`src/rtl/swa_pkg.sv`:
```
`timescale 1ns/1ps
package swa_pkg;

    typedef enum logic {
        ORD_LSB_FIRST = 1'b0,
        ORD_MSB_FIRST = 1'b1
    } order_e;

    typedef enum logic [1:0] {
        MODE_PASS  = 2'd0,
        MODE_SPLIT = 2'd1,
        MODE_PACK  = 2'd2
    } mode_e;

    function automatic int ratio_of(input int a, input int b);
        return (a > b) ? (a / b) : (b / a);
    endfunction

    function automatic int cnt_w(input int r);
        return (r > 1) ? $clog2(r) : 1;
    endfunction

    function automatic mode_e mode_of(input int iw, input int ow);
        if (iw > ow)      return MODE_SPLIT;
        else if (iw < ow) return MODE_PACK;
        else              return MODE_PASS;
    endfunction

endpackage

```
`src/rtl/swa_split.sv`:
```
`timescale 1ns/1ps
module swa_split #(
    parameter int              IN_W  = 16,
    parameter int              OUT_W = 4,
    parameter swa_pkg::order_e ORDER = swa_pkg::ORD_LSB_FIRST
) (
    input  logic             clk,
    input  logic             rst,
    input  logic             in_valid,
    output logic             in_ready,
    input  logic [IN_W-1:0]  in_data,
    output logic             out_valid,
    input  logic             out_ready,
    output logic [OUT_W-1:0] out_data
);
    localparam int      R    = swa_pkg::ratio_of(IN_W, OUT_W);
    localparam int      CW   = swa_pkg::cnt_w(R);
    localparam bit      MSBF = (ORDER == swa_pkg::ORD_MSB_FIRST);
    localparam [CW-1:0] LAST = CW'(R - 1);

    logic [IN_W-1:0]  word_q;
    logic             busy_q;
    logic [CW-1:0]    idx_q;
    logic [CW-1:0]    slot;
    logic             at_last;
    logic             out_fire;
    logic             in_fire;
    logic [OUT_W-1:0] parts [R];

    for (genvar g = 0; g < R; g++) begin : g_slice
        assign parts[g] = word_q[g*OUT_W +: OUT_W];
    end

    assign at_last   = (idx_q == LAST);
    assign slot      = MSBF ? (LAST - idx_q) : idx_q;
    assign out_valid = busy_q;
    assign out_data  = parts[slot];
    assign out_fire  = busy_q && out_ready;
    assign in_ready  = !busy_q || (out_ready && at_last);
    assign in_fire   = in_valid && in_ready;

    always_ff @(posedge clk) begin
        if (rst) begin
            busy_q <= 1'b0;
            idx_q  <= '0;
            word_q <= '0;
        end else begin
            if (out_fire) begin
                idx_q <= at_last ? '0 : idx_q + 1'b1;
            end
            if (in_fire) begin
                word_q <= in_data;
                busy_q <= 1'b1;
            end else if (out_fire && at_last) begin
                busy_q <= 1'b0;
            end
        end
    end
endmodule

```
`src/rtl/swa_pack.sv`:
```
`timescale 1ns/1ps
module swa_pack #(
    parameter int              IN_W  = 4,
    parameter int              OUT_W = 16,
    parameter swa_pkg::order_e ORDER = swa_pkg::ORD_LSB_FIRST
) (
    input  logic             clk,
    input  logic             rst,
    input  logic             in_valid,
    output logic             in_ready,
    input  logic [IN_W-1:0]  in_data,
    output logic             out_valid,
    input  logic             out_ready,
    output logic [OUT_W-1:0] out_data
);
    localparam int      R    = swa_pkg::ratio_of(IN_W, OUT_W);
    localparam int      CW   = swa_pkg::cnt_w(R);
    localparam bit      MSBF = (ORDER == swa_pkg::ORD_MSB_FIRST);
    localparam [CW-1:0] LAST = CW'(R - 1);

    logic [OUT_W-1:0] acc_q;
    logic [OUT_W-1:0] obuf_q;
    logic             ov_q;
    logic [CW-1:0]    cnt_q;
    logic [CW-1:0]    slot;
    logic             at_last;
    logic             in_fire;
    logic [OUT_W-1:0] merged;

    assign at_last = (cnt_q == LAST);
    assign slot    = MSBF ? (LAST - cnt_q) : cnt_q;

    for (genvar g = 0; g < R; g++) begin : g_lane
        assign merged[g*IN_W +: IN_W] =
            (slot == CW'(g)) ? in_data : acc_q[g*IN_W +: IN_W];
    end

    assign in_ready  = !at_last || !ov_q || out_ready;
    assign in_fire   = in_valid && in_ready;
    assign out_valid = ov_q;
    assign out_data  = obuf_q;

    always_ff @(posedge clk) begin
        if (rst) begin
            acc_q  <= '0;
            obuf_q <= '0;
            ov_q   <= 1'b0;
            cnt_q  <= '0;
        end else begin
            if (in_fire) begin
                acc_q <= merged;
                cnt_q <= at_last ? '0 : cnt_q + 1'b1;
            end
            if (in_fire && at_last) begin
                obuf_q <= merged;
                ov_q   <= 1'b1;
            end else if (ov_q && out_ready) begin
                ov_q   <= 1'b0;
            end
        end
    end
endmodule

```
`src/rtl/swa_pass.sv`:
```
`timescale 1ns/1ps
module swa_pass #(
    parameter int W = 8
) (
    input  logic         clk,
    input  logic         rst,
    input  logic         in_valid,
    output logic         in_ready,
    input  logic [W-1:0] in_data,
    output logic         out_valid,
    input  logic         out_ready,
    output logic [W-1:0] out_data
);
    logic [W-1:0] data_q;
    logic         v_q;

    assign in_ready  = !v_q || out_ready;
    assign out_valid = v_q;
    assign out_data  = data_q;

    always_ff @(posedge clk) begin
        if (rst) begin
            v_q    <= 1'b0;
            data_q <= '0;
        end else if (in_valid && in_ready) begin
            v_q    <= 1'b1;
            data_q <= in_data;
        end else if (out_ready) begin
            v_q    <= 1'b0;
        end
    end
endmodule

```
`src/rtl/stream_width_adapter.sv`:
```
`timescale 1ns/1ps
module stream_width_adapter #(
    parameter int              IN_W  = 16,
    parameter int              OUT_W = 4,
    parameter swa_pkg::order_e ORDER = swa_pkg::ORD_LSB_FIRST
) (
    input  logic             clk,
    input  logic             rst,
    input  logic             in_valid,
    output logic             in_ready,
    input  logic [IN_W-1:0]  in_data,
    output logic             out_valid,
    input  logic             out_ready,
    output logic [OUT_W-1:0] out_data
);
    localparam swa_pkg::mode_e MODE = swa_pkg::mode_of(IN_W, OUT_W);

    if (MODE == swa_pkg::MODE_SPLIT) begin : g_split
        swa_split #(.IN_W(IN_W), .OUT_W(OUT_W), .ORDER(ORDER)) u_core (
            .clk(clk), .rst(rst),
            .in_valid(in_valid), .in_ready(in_ready), .in_data(in_data),
            .out_valid(out_valid), .out_ready(out_ready), .out_data(out_data)
        );
    end else if (MODE == swa_pkg::MODE_PACK) begin : g_pack
        swa_pack #(.IN_W(IN_W), .OUT_W(OUT_W), .ORDER(ORDER)) u_core (
            .clk(clk), .rst(rst),
            .in_valid(in_valid), .in_ready(in_ready), .in_data(in_data),
            .out_valid(out_valid), .out_ready(out_ready), .out_data(out_data)
        );
    end else begin : g_pass
        swa_pass #(.W(IN_W)) u_core (
            .clk(clk), .rst(rst),
            .in_valid(in_valid), .in_ready(in_ready), .in_data(in_data),
            .out_valid(out_valid), .out_ready(out_ready), .out_data(out_data)
        );
    end
endmodule

```
`config.mk`:
```
export PLATFORM = sky130hd
export DESIGN_NAME = stream_width_adapter
export DESIGN_NICKNAME = d
export VERILOG_FILES = /design/src/rtl/swa_pkg.sv /design/src/rtl/swa_split.sv /design/src/rtl/swa_pack.sv /design/src/rtl/swa_pass.sv /design/src/rtl/stream_width_adapter.sv
export SDC_FILE = /design/constraint.sdc
export NUM_CORES = 1
export LEC_CHECK = 0
export CAP_MARGIN = 20
export CORE_MARGIN = 1.5
export CORE_UTILIZATION = 50
export DETAILED_ROUTE_END_ITERATION = 10
export DONT_BUFFER_PORTS = 1
export GPL_ROUTABILITY_DRIVEN = 0
export GPL_TIMING_DRIVEN = 0
export PLACE_DENSITY = 0.68
export SLEW_MARGIN = 40
export SYNTH_ARGS = -nofsm -noshare
export SYNTH_HDL_FRONTEND = slang
export SYNTH_SLANG_ARGS = --single-unit
```
`constraint.sdc`:
```
create_clock -name clk -period 1.62 [get_ports clk]
set_input_delay 0.081 -clock clk [delete_from_list [all_inputs] [get_ports clk]]
set_output_delay 0.081 -clock clk [all_outputs]
set_load 0.05 [all_outputs]
```
After elaboration in Yosys (flattened, before gate mapping)
Cells that the tools add are included.
W data, S select, Z words.
{ "totals": {"regBits": 19, "elab_cells": 20, "output_inout_bits": 6} }
{ "classes": {"n_addsub": 1, "bitwise_logic": 1, "mux": 6, "reduce_logical": 7, "n_eq_ne": 1, "magnitude_cmp": 1} }
{ "op_table": {"columns": ["cell", "count"], "rows": [
  ["$bmux W4 S2", 1],
  ["$mux W4", 2],
  ["$logic_and A1 B1 Y1", 4],
  ["$ge A3 B3 Y1 const B", 1],
  ["$not A2 Y3", 1],
  ["$add A2 B1 Y2 const B", 1],
  ["$eq A2 B2 Y1 const B", 1],
  ["$mux W1", 2],
  ["$mux W2", 1],
  ["$reduce_bool A2 Y1", 1],
  ["$logic_not A1 Y1", 1],
  ["$logic_or A1 B1 Y1", 1]
]} }

Longest topological paths before layout
Gate-level depths: netlist (run 1).
{ "depth": {"depth_word": 5, "ltp_mapped": 6} }

Least setup slack after synthesis (run 1)
Ideal clock, no wire load.
{ "synth_path": {"path_type": "register -> register", "from": "register g_split.u_core.busy_q, in the netlist g_split.u_core.out_valid", "to": "register g_split.u_core.word_q[10]", "setup_time_ns": 0.118, "slack_ns": 0.149, "arrival_ns": 1.353, "required_time_ns": 1.502, "path_stages_with_launch": 6, "cell_sequence": "dfxtp_1 -> a21boi_4 -> nor2b_2 -> buf_6 -> buf_12 -> mux2i_1"} }
{ "synth_via": {"elab_chain_cells": 3} }
{ "synth_rtl": {"columns": ["item", "line_no", "text"], "rows": [
  ["start, declared", "swa_split.sv:22", "logic busy_q;"],
  ["start signal, assigned", "swa_split.sv:44", "busy_q <= 1'b0;"],
  ["start signal, assigned", "swa_split.sv:53", "busy_q <= 1'b1;"],
  ["start signal, assigned", "swa_split.sv:55", "busy_q <= 1'b0;"],
  ["$logic_not A1 Y1", "swa_split.sv:39", "assign in_ready = !busy_q || (out_ready && at_last);"],
  ["$logic_or A1 B1 Y1", "swa_split.sv:39", null],
  ["$logic_and A1 B1 Y1", "swa_split.sv:40", "assign in_fire = in_valid && in_ready;"],
  ["end signal, assigned", "swa_split.sv:52", "word_q <= in_data;"],
  ["end, declared", "swa_split.sv:21", "logic [IN_W-1:0] word_q;"]
]} }
Every way passes these cells.
A chain may end at the register's enable or synchronous reset.

Worst setup path in the final report (run 1)
{ "layout_path": {"from": "register g_split.u_core.idx_q[0]", "to": "output port out_data[0]"} }
{ "layout_via": {"elab_chain_cells": 4} }
{ "layout_rtl": {"columns": ["item", "line_no", "text"], "rows": [
  ["start, declared", "swa_split.sv:23", "logic [CW-1:0] idx_q;"],
  ["start signal, assigned", "swa_split.sv:49", "idx_q <= at_last ? '0 : idx_q + 1'b1;"],
  ["$not A2 Y3 (implied by the code)", "swa_split.sv:37", "assign out_data = parts[slot];"],
  ["$bmux W4 S2", "swa_split.sv:37", null],
  ["$mux W4 (implied by the code) (2 in series)", "swa_split.sv:37", null],
  ["end, declared", "stream_width_adapter.sv:14", "output logic [OUT_W-1:0] out_data"]
]} }
Every way passes these cells. The select of a mux whose other input is x is not followed.

==> results of run 1 <==
==> cells in the mapped netlist (all sizes together) <==
master  count  share of area
nand2b     32           0.21
dfxtp      19           0.39
mux2i      17           0.18
mux4        4          0.093
nor2        4          0.016
buf         3          0.038
clkbuf      3          0.012
nand2       2         0.0078
a21boi      1          0.019
a21oi       1         0.0052
ha          1          0.013
inv         1         0.0039
nand3       1         0.0052
nor2b       1         0.0091
==> worst min-delay path, cell delays in order <==
cell	delay, ns
nand2_1	0.07
nand2_1	0.08
a21oi_1	0.07
==> path summary, 6_finish.rpt <==
kind / from / end / cells past startpoint
max: g_split.u_core.idx_q[0] / out_data[0] / 2
min: out_ready / g_split.u_core.idx_q[1] / 3
max reg2reg: g_split.u_core.idx_q[1] / g_split.u_core.word_q[5] / 6
min reg2reg: g_split.u_core.word_q[14] / g_split.u_core.word_q[14] / 2
==> logic make-up after synthesis <==
kind of cell / after synthesis / share of synthesized area
compound gates: 2 / 0.02464
simple gates: 40 / 0.2451
fa+ha+maj: 1 / 0.01297
flops: 19 / 0.3943
mux: 21 / 0.2698
buf+inv: 7 / 0.05317
==> flip-flops by register name (all words and copies together) (netlist names) <==
| name | flops |
|---|---|
| g_split.u_core.idx_q | 2 |
| g_split.u_core.out_valid | 1 |
| g_split.u_core.word_q | 16 |
==> final cells by class <==
cell class              count  area (sq um)  area share
flip-flops and latches     19         382.9      0.3036
clock buffers               4         26.28     0.02083
multi-input cells          64         533.0      0.4226
repair buffers             23         230.2      0.1825
plain buffers               6         53.80     0.04266
inverters                   1         3.754    0.002976
well taps                  25         31.28     0.02480
==> routing by layer <==
| layer | share of wire | wire [um] |
|---|---|---|
| met1 | 0.45 | 898 |
| met2 | 0.48 | 966 |
| met3 | 0.047 | 94 |
| met4 | 0.020 | 40 |
| met5 | 0 | 0 |
==> timing repair <==
action | 4_1_cts | 5_1_grt
buffers inserted | 0 | 0
hold endpoints to repair | 18 | 0
endpoints found under the setup margin | 4 | 13
resized for setup | 1 | 3
pin swaps | 0 | 0
hold buffers | 23 | 0
==> metrics by stage <==
stage | setup WS [ns] | cells | util | total power, mW
6_report | 0.07259 | 142 | 0.7149 | 0.9680
5_1_grt | 0.003159 | 142 | 0.7149 | 1.012
3_5_place_dp | 0.06627 | 115 | 0.5645 | 0.6907
4_1_cts | 0.01650 | 142 | 0.7113 | 0.9726
2_1_floorplan | 0.1492 | 90 | - | 0.6680
3_3_place_gp | 0.08637 | 115 | 0.5645 | 0.6862
==> power breakdown <==
part	switching, mW	total [mW]	internal, mW
Combinational	0.0971	0.207	0.110
Clock	0.144	0.240	0.0958
Sequential	0.0235	0.520	0.497
Total	0.265	0.968	0.703
==> out/metrics.cfg, run 1 <==
[min_path]
worstHoldPathType = in2reg

[global_route]
grt_overflow = 0
grtUsageTotal = 0.2114
use_met3 = 0.06154
grt_pass1_vias = 727
use_met1 = 0.2440
antenna_found_initial = 0
use_met2 = 0.3671
grt_pass1_wl_um = 3146
top_usage_layer = met2
grt_max_degree = 11

[die]
start_util = 0.5468
die_height_um = 46.93
die_area_sq_um = 2202
fp.dieW_um = 46.93
core_area_sq_um = 1764
top_level_ports = 26
rows = 15

[layout]
final.fill_count = 146
fin_area_sq_um = 1261
post_route_cells_drive_above_1_share = 0.1197
layout.cells.most_common = nand2b_1
area_growth_syn_to_layout_pct = 30.74
diodes = 0
nets = 139
layout_common_cells = 32 x nand2b_1, 23 x dlygate4sd3_1, 17 x mux2i_1, 17 x dfxtp_1

[timing]
tightest_slew_ns = 0.4137
final.setup.tns_ns = 0
skew_ns = 0.002690
drv_slew = 0
finalCriticalPeriod_ns = 1.547
fmax_ghz = 0.6462
hold_slack_ns = 0.03557
hold_viol = 0
relSlewSlack = 0.7239
setup_viol = 0
period_share = 0.9552
rsz0062_at_grt = false

[run_status]
outcome = completed

[cts]
htreeDepth = 1
cts-root-buf = clkbuf_4
clk_latency_ns = 0.29
cts.sinks = 19
clk_pin_slew_worst_paths_ns = 0.11
cts_buffers = 3
tritoncts = yes
clockBufferDepth = 2

[setup_path]
cp-end-kind = output pin
crit_fanout = 6
arrival_ns = 1.47
path_buf_inv = 1
startpoint_type = flip-flop
path_class = reg2out
worst_ep_required_time_ns = 1.54
path_delay_family = multiplexers
worstPathCellList = buf_6, mux4_2
slowest_delay_ns = 0.66
regToRegSetupSlack_ns = 0.18
critPathSlowestCell = mux4_2

[yosys]
syn_area_per_cell_sq_um = 10.72
ys_seq_area_frac = 0.3943
synth-seq-cells = 19
netlist_area_sq_um = 964.7
syn-instance-count = 90
synth_nets = 111
synth-warning-count = 0
synth_cell_types = 16

[power_and_ir_drop]
p_leak_nw = 0.4857
power_density_nw_per_um2 = 767.5
irDropWorstVdd_v = 0.0005932

[route]
first_iter_violations = 12
drt_pass1_iterations = 4
wirelength_um = 1999
drc = 0
post_drt_wl_per_cell_um = 14.08
ant_nets = 0
avgViaCountPerCell = 5.000
num_vias = 710

[place]
io_buffer_count = 0
place_area_sq_um = 996.0
dp_hpwl_um = 1238

[flow_run]
drv_cap = 0

No activity file was read; power rests on OpenSTA's default activity.
==> run 2, diff against run 1 <==
--- a/config.mk
+++ b/config.mk
@@ -13,6 +13,7 @@
 export GPL_ROUTABILITY_DRIVEN = 0
 export GPL_TIMING_DRIVEN = 0
 export PLACE_DENSITY = 0.68
+export RECOVER_POWER = 50
 export SLEW_MARGIN = 40
 export SYNTH_ARGS = -nofsm -noshare
 export SYNTH_HDL_FRONTEND = slang
==> out/metrics.cfg, run 2 (same netlist as run 1, synthesis figures left out) <==
[run_status]
outcome = completed

[die]
top_level_ports = 26
start_util = 0.5468
core_area_sq_um = 1764
die_area_sq_um = 2202
die_height_um = 46.93
rows = 15
fp.dieW_um = 46.93

[global_route]
use_met3 = 0.06154
grtUsageTotal = 0.2114
use_met1 = 0.2440
grt_overflow = 0
top_usage_layer = met2
grt_pass1_vias = 727
antenna_found_initial = 0
use_met2 = 0.3671
grt_pass1_wl_um = 3146
grt_max_degree = 11

[timing]
rsz0062_at_grt = false
finalCriticalPeriod_ns = 1.547
drv_slew = 0
fmax_ghz = 0.6463
tightest_slew_ns = 0.4137
final.setup.tns_ns = 0
relSlewSlack = 0.7239
period_share = 0.9551
setup_viol = 0
hold_viol = 0
skew_ns = 0.002765

[power_and_ir_drop]
power_density_nw_per_um2 = 768.3
p_switching_mw = 0.2646
p_leak_nw = 0.4847
comb_power_share = 0.214
intPower_mw = 0.7025
seq_power_share = 0.538
clkPwrFrac = 0.248
total_power_mw = 0.9671
switching_share = 0.2736
irDropWorstVdd_v = 0.0005928

[layout]
layout_common_cells = 32 x nand2b_1, 23 x dlygate4sd3_1, 17 x mux2i_1, 17 x dfxtp_1
diodes = 0
final.fill_count = 146
largest_register_ffs = 16
top_register = g_split.u_core.word_q
nets = 139
fin_area_sq_um = 1259
layout.cells.most_common = nand2b_1
final_cells = 142
ff_latch_area_sq_um = 382.9
area_growth_syn_to_layout_pct = 30.48
post_route_cells_drive_above_1_share = 0.1111
multi_input_area_sq_um = 530.5

[setup_path]
crit_fanout = 6
worstPathCellList = buf_6, mux4_2
cp.depth = 2
startpoint_type = flip-flop
cp-end-kind = output pin
path_delay_family = multiplexers
rr_worst_depth = 6
slowest_delay_ns = 0.66
path_class = reg2out
critPathSlowestCell = mux4_2
path_buf_inv = 1
worst_ep_required_time_ns = 1.54
arrival_ns = 1.47

[cts]
tritoncts = yes
cts_buffers = 3
cts-root-buf = clkbuf_4
clockBufferDepth = 2
clk_pin_slew_worst_paths_ns = 0.11
clk_latency_ns = 0.29
cts.sinks = 19
htreeDepth = 1

[route]
wirelength_um = 1996
drc = 0
avgViaCountPerCell = 5.014
num_vias = 712
ant_nets = 0
post_drt_wl_per_cell_um = 14.06
first_iter_violations = 12
drt_pass1_iterations = 4

[place]
io_buffer_count = 0
dp_hpwl_um = 1238
place_area_sq_um = 996.0
dp.cells = 115

[flow_run]
drv_cap = 0

[min_path]
holdPathStages = 3
worstHoldPathType = in2reg

run 2: cell count changes in the layout (fill, tap and decap cells not counted):
cell | before | now
nor2b_2 | 1 | 0
nor2b_1 | 0 | 1
run 2: worst register-to-register path: stages (launching register included):
cell,delay (ns)
dfxtp_2,0.42
ha_1,0.25
a21boi_4,0.08
nor2b_1,0.15
buf_6,0.17
buf_12,0.15
mux2i_1,0.19
run 2: path summary, 6_finish.rpt:
path	start	end	slack (ns)
max	g_split.u_core.idx_q[0]	out_data[0]	0.07
min	out_ready	g_split.u_core.idx_q[1]	0.04
max reg2reg	g_split.u_core.idx_q[1]	g_split.u_core.word_q[5]	0.15
min reg2reg	g_split.u_core.word_q[14]	g_split.u_core.word_q[14]	0.48
run 2: what timing repair did:
item,in CTS,in global routing
resized for setup,1,3
endpoints found under the hold margin,18,0
setup endpoints to repair,4,13
hold buffers,23,0
setup buffers,0,0
run 2: final cells by class:
cell class	instances	share of cell area
Multi-Input combinational cell	64	0.4215
Tap cell	25	0.02485
Sequential cell	19	0.3042
Inverter	1	0.002982
Buffer	6	0.04274
Timing Repair Buffer	23	0.1829
Clock buffer	4	0.02087
run 2: layer usage:
layer	vias up	part of all wire
li1	358	-
met1	328	0.45
met2	22	0.48
met3	4	0.047
met4	0	0.020
met5	-	0
run 2: per-stage QoR:
stage	hold slack, ns	setup WS, ns	util
6_report	0.03557	0.07270	0.7135
5_1_grt	0.05577	0.003159	0.7135
4_1_cts	0.01096	0.01650	0.7113
3_5_place_dp	0.2136	0.06627	0.5645
3_3_place_gp	0.2067	0.08637	0.5645
2_1_floorplan	0.2017	0.1492	-
run 2: power by group through the flow:
stage | Clock [mW] | Sequential [mW] | Combinational [mW]
3_5_place_dp | 0 | 0.530 | 0.161
3_3_place_gp | 0 | 0.529 | 0.157
2_1_floorplan | 0 | 0.524 | 0.144
6_report | 0.240 | 0.520 | 0.207
4_1_cts | 0.247 | 0.519 | 0.207
5_1_grt | 0.265 | 0.524 | 0.222
==> run 3, diff against run 2 <==
--- a/config.mk
+++ b/config.mk
@@ -6,6 +6,7 @@
 export NUM_CORES = 1
 export LEC_CHECK = 0
 export CAP_MARGIN = 20
+export CORE_ASPECT_RATIO = 0.75
 export CORE_MARGIN = 1.5
 export CORE_UTILIZATION = 50
 export DETAILED_ROUTE_END_ITERATION = 10
@@ -14,7 +15,6 @@
 export GPL_TIMING_DRIVEN = 0
 export PLACE_DENSITY = 0.68
 export RECOVER_POWER = 50
-export SLEW_MARGIN = 40
 export SYNTH_ARGS = -nofsm -noshare
 export SYNTH_HDL_FRONTEND = slang
 export SYNTH_SLANG_ARGS = --single-unit
==> constraint.sdc (replaced) <==
create_clock -name clk -period 1.64 [get_ports clk]
set_input_delay 0.082 -clock clk [delete_from_list [all_inputs] [get_ports clk]]
set_output_delay 0.082 -clock clk [all_outputs]
set_load 0.05 [all_outputs]
==> out/metrics.cfg, run 3 (same netlist as run 1, synthesis figures left out) <==
[setup_path]
worstPathCellList = buf_6, mux4_2
startpoint_type = flip-flop
critPathSlowestCell = mux4_2
slowest_delay_ns = 0.67
worst_ep_required_time_ns = 1.56
path_class = reg2out
rr_worst_depth = 6
reg2reg_to = g_split.u_core.word_q[5]
cp-end-kind = output pin
regToRegSetupSlack_ns = 0.12
path_delay_family = multiplexers
arrival_ns = 1.49
crit_fanout = 6
reg2reg_from = g_split.u_core.idx_q[1]
path_buf_inv = 1

[timing]
rsz0062_at_grt = false
relSlewSlack = 0.7145
final.setup.tns_ns = 0
skew_ns = 0.009969
fmax_ghz = 0.6371
period_share = 0.9571
hold_viol = 0
hold_slack_ns = 0.006417
drv_slew = 0
setup_viol = 0
finalCriticalPeriod_ns = 1.570
tightest_slew_ns = 0.4278
layout_setup_ws_ns = 0.07041

[die]
fp.dieW_um = 53.72
core_area_sq_um = 1773
die_area_sq_um = 2205
top_level_ports = 26
rows = 13
start_util = 0.5441
die_height_um = 41.04

[route]
drt_pass1_iterations = 4
ant_nets = 0
post_drt_wl_per_cell_um = 15.12
first_iter_violations = 8
drc = 0
avgViaCountPerCell = 5.144
wirelength_um = 2101
wl_met2_um = 1062
num_vias = 715
dr_wl_met3_um = 108
met1_length_um = 921
highest_layer = met4

[layout]
largest_register_ffs = 16
area_growth_syn_to_layout_pct = 29.31
final_cells = 139
nets = 139
layout_common_cells = 32 x nand2b_1, 23 x dlygate4sd3_1, 17 x mux2i_1, 17 x dfxtp_1
diodes = 0
layout.cells.most_common = nand2b_1
top_register = g_split.u_core.word_q
post_route_cells_drive_above_1_share = 0.1197

[power_and_ir_drop]
irDropWorstVdd_v = 0.0006173
comb_power_share = 0.213
clkPwrFrac = 0.250
seq_power_share = 0.537
total_power_mw = 0.9575
p_switching_mw = 0.2700
power_density_nw_per_um2 = 767.5
p_leak_nw = 0.4845
switching_share = 0.2820
intPower_mw = 0.6874

[cts]
tritoncts = yes
clk_latency_ns = 0.30
cts-root-buf = clkbuf_4
clockBufferDepth = 2
clk_pin_slew_worst_paths_ns = 0.10
cts.sinks = 19
cts_buffers = 3
htreeDepth = 1

[min_path]
worstHoldStart = out_ready
min_to = g_split.u_core.out_valid
holdPathStages = 3
worstHoldPathType = in2reg

[global_route]
grt_pass1_vias = 679
grt_max_degree = 12
antenna_found_initial = 0
grtUsageTotal = 0.2167
grt_pass1_wl_um = 3111
grt_overflow = 0

[place]
dp_hpwl_um = 1313
pre_cts_ws_ns = 0.09361
dp.cells = 112
io_buffer_count = 0

[run_status]
outcome = completed

[flow_run]
drv_cap = 0

## run 3: area by class of cell
class | count | area, sq um
multi-input cells | 64 | 530.5
fillers | 152 | 525.5
flip-flops and latches | 19 | 382.9
repair buffers | 23 | 230.2
plain buffers | 6 | 45.04
well taps | 22 | 27.53
clock buffers | 3 | 22.52
clock inverters | 1 | 5.005
inverters | 1 | 3.754
## run 3: repair_timing
| item | 4_1_cts | 5_1_grt |
|---|---|---|
| setup buffers | 0 | 0 |
| endpoints found under the setup margin | 4 | 12 |
| gates resized for setup | 1 | 3 |
| endpoints found under the hold margin | 18 | 0 |
| hold buffers | 23 | 0 |
## run 3: power groups by stage
stage / registers [mW] / logic, mW / clock network [mW]
6_report: 0.514 / 0.204 / 0.240
5_1_grt: 0.518 / 0.218 / 0.272
4_1_cts: 0.513 / 0.205 / 0.248
3_5_place_dp: 0.523 / 0.160 / 0
3_3_place_gp: 0.522 / 0.156 / 0
2_1_floorplan: 0.518 / 0.142 / 0
## run 3: worst max-delay path by stage
stage	start	endpoint	slack (ns)	cells past startpoint
4_1_cts	g_split.u_core.out_valid	in_ready	0.04	2
3_5_place_dp	g_split.u_core.out_valid	g_split.u_core.word_q[8]	0.09	5
3_3_place_gp	g_split.u_core.out_valid	g_split.u_core.word_q[3]	0.12	5
2_1_floorplan	g_split.u_core.out_valid	g_split.u_core.word_q[10]	0.17	5
5_1_grt	g_split.u_core.idx_q[0]	out_data[1]	0.001	2
6_report	g_split.u_core.idx_q[0]	out_data[3]	0.07	2
## run 3: per-layer routing
layer / vias up / GRT usage
li1: 352 / -
met5: - / 0
met3: 2 / 0.08394
met4: 0 / 0.04487
met1: 341 / 0.2522
met2: 20 / 0.3841
## run 3: per-stage QoR
| step | util | instance area, sq um |
|---|---|---|
| after global routing | 0.7036 | 1247 |
| after floorplan | - | 964.7 |
| after CTS | 0.7064 | 1252 |
| after global placement | 0.5596 | 992.2 |
| final | 0.7036 | 1247 |
| after detailed placement | 0.5596 | 992.2 |
## run 3: worst register-to-register path, cell delays in order (launching register included)
cell,delay (ns)
dfxtp_2,0.43
ha_1,0.25
a21boi_4,0.08
nor2b_1,0.14
buf_6,0.17
buf_6,0.19
mux2i_1,0.22
